## src/rtl/rxs_pkg.sv

```systemverilog
package rxs_pkg;

    typedef enum logic {
        ST_HUNT  = 1'b0,
        ST_FRAME = 1'b1
    } rx_state_e;

    typedef struct packed {
        logic in_frame;
        logic strobe;
        logic frame_end;
    } seq_out_t;

    function automatic logic alt_next(input logic have_prev, input logic prev, input logic cur);
        return have_prev && (prev != cur);
    endfunction

endpackage

```

## src/rtl/sfd_hunter.sv

```systemverilog
module sfd_hunter #(
    parameter int PRE_MIN = 6
) (
    input  logic clk,
    input  logic rst,
    input  logic rx_bit,
    input  logic crs,
    input  logic enable,
    output logic hit
);
    import rxs_pkg::*;

    localparam int RW = $clog2(PRE_MIN + 1);
    localparam logic [RW-1:0] RUN_MAX = RW'(PRE_MIN);

    logic          have_q;
    logic          last_q;
    logic [RW-1:0] run_q;

    // delimiter: two ones, the first closing a long enough alternating run
    always_comb begin
        hit = enable && crs && have_q && last_q && rx_bit && (run_q >= RUN_MAX);
    end

    always_ff @(posedge clk) begin
        if (rst || !crs || !enable || hit) begin
            have_q <= 1'b0;
            last_q <= 1'b0;
            run_q  <= '0;
        end else begin
            have_q <= 1'b1;
            last_q <= rx_bit;
            if (alt_next(have_q, last_q, rx_bit)) begin
                run_q <= (run_q == RUN_MAX) ? run_q : run_q + 1'b1;
            end else begin
                run_q <= RW'(1);
            end
        end
    end

endmodule

```

## src/rtl/frame_sequencer.sv

```systemverilog
module frame_sequencer #(
    parameter int STROBE_BIT = 2
) (
    input  logic              clk,
    input  logic              rst,
    input  logic              crs,
    input  logic              hit,
    output rxs_pkg::seq_out_t so
);
    import rxs_pkg::*;

    localparam int CW = (STROBE_BIT > 2) ? $clog2(STROBE_BIT) : 1;
    localparam logic [CW-1:0] CNT_FIRE = CW'(STROBE_BIT - 2);
    localparam logic [CW-1:0] CNT_MAX  = CW'(STROBE_BIT - 1);

    rx_state_e     state_q;
    logic [CW-1:0] cnt_q;
    logic          strobe_q;

    always_ff @(posedge clk) begin
        if (rst) begin
            state_q  <= ST_HUNT;
            cnt_q    <= '0;
            strobe_q <= 1'b0;
        end else begin
            case (state_q)
                ST_HUNT: begin
                    strobe_q <= 1'b0;
                    if (hit) begin
                        state_q <= ST_FRAME;
                        cnt_q   <= '0;
                    end
                end
                default: begin
                    if (!crs) begin
                        state_q  <= ST_HUNT;
                        strobe_q <= 1'b0;
                    end else begin
                        // register now so the strobe covers the next bit
                        strobe_q <= (cnt_q == CNT_FIRE);
                        if (cnt_q != CNT_MAX) begin
                            cnt_q <= cnt_q + 1'b1;
                        end
                    end
                end
            endcase
        end
    end

    always_comb begin
        so.in_frame  = (state_q == ST_FRAME);
        so.strobe    = strobe_q;
        so.frame_end = (state_q == ST_FRAME) && !crs;
    end

endmodule

```

## src/rtl/reject_tracker.sv

```systemverilog
module reject_tracker (
    input  logic clk,
    input  logic rst,
    input  logic in_frame,
    input  logic frame_end,
    input  logic reject,
    output logic discard
);
    logic rej_q;

    always_ff @(posedge clk) begin
        if (rst) begin
            rej_q   <= 1'b0;
            discard <= 1'b0;
        end else if (frame_end) begin
            discard <= rej_q || reject;
            rej_q   <= 1'b0;
        end else begin
            discard <= 1'b0;
            if (in_frame && reject) begin
                rej_q <= 1'b1;
            end
        end
    end

endmodule

```

## src/rtl/rx_start_strobe.sv

```systemverilog
module rx_start_strobe #(
    parameter int PRE_MIN    = 6,
    parameter int STROBE_BIT = 2
) (
    input  logic clk,
    input  logic rst,
    input  logic rx_bit,
    input  logic crs,
    input  logic reject_in,
    output logic start_strobe,
    output logic frame_active,
    output logic discard
);
    import rxs_pkg::*;

    logic     sfd_hit;
    seq_out_t seq;

    sfd_hunter #(.PRE_MIN(PRE_MIN)) hunt_i (
        .clk    (clk),
        .rst    (rst),
        .rx_bit (rx_bit),
        .crs    (crs),
        .enable (!seq.in_frame),
        .hit    (sfd_hit)
    );

    frame_sequencer #(.STROBE_BIT(STROBE_BIT)) seq_i (
        .clk (clk),
        .rst (rst),
        .crs (crs),
        .hit (sfd_hit),
        .so  (seq)
    );

    reject_tracker rej_i (
        .clk       (clk),
        .rst       (rst),
        .in_frame  (seq.in_frame),
        .frame_end (seq.frame_end),
        .reject    (reject_in),
        .discard   (discard)
    );

    assign start_strobe = seq.strobe;
    assign frame_active = seq.in_frame;

endmodule

```

## config.mk

```make
export PLATFORM = sky130hd
export DESIGN_NAME = rx_start_strobe
export DESIGN_NICKNAME = d
export VERILOG_FILES = /design/src/rtl/rxs_pkg.sv /design/src/rtl/sfd_hunter.sv /design/src/rtl/frame_sequencer.sv /design/src/rtl/reject_tracker.sv /design/src/rtl/rx_start_strobe.sv
export SDC_FILE = /design/constraint.sdc
export NUM_CORES = 1
export LEC_CHECK = 0
export CAP_MARGIN = 40
export CORE_MARGIN = 8
export CORE_UTILIZATION = 30
export DETAILED_ROUTE_END_ITERATION = 7
export HOLD_SLACK_MARGIN = 0.08
export SYNTH_ARGS = -nofsm -noshare
export SYNTH_HDL_FRONTEND = slang
export SYNTH_SLANG_ARGS = --single-unit
```

## constraint.sdc

```tcl
create_clock -name clk -period 1.55 [get_ports clk]
set_input_delay 0.155 -clock clk [delete_from_list [all_inputs] [get_ports clk]]
set_output_delay 0.155 -clock clk [all_outputs]
set_load 0.05 [all_outputs]
```

==> flow_metrics.py <==
metrics = {
    "yosys": {
        "synthTopCellsByArea": "dfxtp_1 (48%), ha_1 (6.0%), nor3_1 (4.8%)",
        "synth_cells": 43,
        "syn-cell-area_um2": 419,
        "yosys_register_bits": 10,
        "synth_warnings": 0,
        "synth-seq-area-share_pct": 47.8,
        "ys_types": 23,
        "syn_area_per_cell_um2": 9.75,
        "yosys.area.top_type": "dfxtp_1",
        "synth_nets": 50,
        "synth_top_area_share_pct": 47.8,
    },
    "clock_network": {
        "clock_latency_ns": 0.26,
        "cts.sinks": 10,
        "postCtsHoldBufs": 0,
        "clkSlewWorstSetupHoldPaths_ns": 0.06,
        "clk_path_buf_depth": 2,
        "cts_setup_buffers": 0,
        "cts-htree-levels": 1,
        "cts_root_buffer": "clkbuf_4",
        "cts_buffers": 3,
        "cts_resized": 0,
        "cts_tree": "done",
    },
    "power": {
        "leakage_nw": 0.204,
        "ir_drop_v": 0.000428,
        "powerDensity_nw_per_um2": 876,
    },
    "grt": {
        "track_usage_pct": 5.97,
        "gr-usage-met2_pct": 7.62,
        "grt_antenna_before_repair": 0,
        "gr-total-overflow": 0,
        "use_met3_pct": 3.64,
        "grt_start_max_net_pins": 9,
        "busiest_layer": "met2",
        "grt_pass1_wl_um": 1240,
        "globalRouteMet1Util_pct": 6.76,
        "grt_pass1_vias": 323,
    },
    "floorplan": {
        "core_region_area_um2": 1300,
        "pin_count": 8,
        "dieArea_um2": 2850,
        "die_w_um": 53.4,
        "dieHeight_um": 53.4,
        "initial_utilization_pct": 32.2,
        "row_count": 13,
    },
    "setup_path": {
        "worstSetupPathType": "flop to flop",
        "cp_cell_sequence": "ha_1, nor2_2, o31a_1, and2_1",
        "cpPeakStageDelay_ns": 0.39,
        "startpoint_type": "flop",
        "critical-path-slowest-cell": "dfxtp_1",
        "rrSetupSlack_ns": 0.31,
        "crit_family": "flip-flops",
        "r2r.worst_path.cells": 4,
        "cp.arrival_ns": 1.40,
        "crit_buf_inv": 0,
        "crit_fanout": 4,
        "worst-path-stages": 4,
        "crit_required_ns": 1.70,
        "end_kind": "flop",
    },
    "sta": {
        "max_freq_mhz": 804,
        "setup_violations": 0,
        "finalCritPeriodShare_pct": 80.2,
        "hold_violations": 0,
        "tightestPinTransition_ns": 0.233,
        "fin_crit_ns": 1.24,
        "rsz0062_at_grt": "false",
        "final-max-slew-violation-count": 0,
        "tns_ns": 0,
        "max-slew-margin-rel_pct": 84.5,
        "fin_skew_ns": 0.00582,
    },
    "run": {
        "maxCapViolations": 0,
    },
    "final_layout": {
        "layout.cells.most_common": "dfxtp_1",
        "num_antenna_cells": 0,
        "final_layout_size_suffix_gt1_share_pct": 22.2,
        "area_growth_pct": 26.6,
        "instances_no_fill": 69,
        "nNetsFinal": 63,
        "finalInstanceArea_um2": 531,
    },
    "placed_design": {
        "dpl-instance-area_um2": 508,
        "dp.cells": 66,
        "place_congestion": 0.672,
        "io_buffers": 7,
        "dp_hpwl_um": 560,
    },
    "routing": {
        "route.detailed.drc": 0,
        "drt-total-wl_um": 726,
        "viasPerCell": 4.71,
        "first_pass_iters": 4,
        "num_vias": 325,
        "wire_per_inst_um": 10.5,
        "drt-initial-drc-count": 4,
        "antenna_left": 0,
    },
    "hold_path": {
        "holdPathStages": 1,
        "hold_path_class": "flop to flop",
    },
    "status": {
        "status": "finished, final reports clean",
    },
}
[layer usage]
layer,wire length [um],vias up
li1,-,172
met4,5,0
met2,293,7
met3,96,2
met5,0,-
met1,331,144
[synthesized netlist by cell type, drive strengths merged]
cell,count
o21a,1
or3,1
xnor2,1
a21oi,3
nor2,5
inv,1
nor2b,1
nand3,1
xor2,1
nor3b,2
nand2b,1
nor3,4
o31a,1
dfxtp,10
and2,1
nand2,4
nand4,1
nor4bb,1
ha,2
a211oi,1
[worst register-to-register path, cell delays in order (launching register included)]
cell     delay, ns
dfxtp_1       0.39
ha_1          0.23
nor2_2        0.06
o31a_1        0.31
and2_1        0.16
[where the power goes]
group	total [mW]	internal (mW)	switching, mW
Clock	0.168	0.0892	0.0784
Sequential	0.264	0.261	0.00276
Combinational	0.0332	0.0187	0.0145
Total	0.465	0.369	0.0957
[cell families (layout without fill, tap and decap cells)]
kind of cell | Yosys count | after routing | synth area share [%]
fa+ha+maj | 2 | 2 | 5.97
buf+inv | 1 | 12 | 0.895
xor+xnor | 2 | 2 | 4.18
compound gates | 6 | 6 | 11.3
simple gates | 22 | 22 | 29.9
flops | 10 | 10 | 47.8
[area by class of cell]
cell class / count / area [um^2]
fill: 147 / 771
multi-input combinational: 32 / 215
sequential: 10 / 200
timing repair buffer: 8 / 70.1
clock buffer: 3 / 22.5
tap: 15 / 18.8
inverter: 1 / 3.75
[flip-flops by register name, summed over array words and instances, names as in the netlist]
signal / cells
hunt_i.have_q: 1
hunt_i.last_q: 1
rej_i.discard: 1
rej_i.rej_q: 1
hunt_i.run_q: 3
seq_i.strobe_q: 1
seq_i.state_q: 1
seq_i.cnt_q: 1
[through the flow]
stage	hold slack, ns	power, mW	util [%]	worst slack [ns]
floorplan	0.217	0.283	-	0.253
global placement	0.409	0.303	39.0	0.122
detailed placement	0.409	0.303	39.0	0.112
CTS	0.425	0.477	40.8	0.302
global route	0.448	0.489	40.8	0.202
finish	0.418	0.465	40.8	0.307
[final timing paths]
path / to / from
worst min register to register: seq_i.strobe_q / seq_i.cnt_q
worst max register to register: hunt_i.last_q / hunt_i.run_q[1]
worst min-delay path: seq_i.strobe_q / seq_i.cnt_q
worst max-delay path: hunt_i.last_q / hunt_i.run_q[1]
Power figures use the tool's default switching activity.
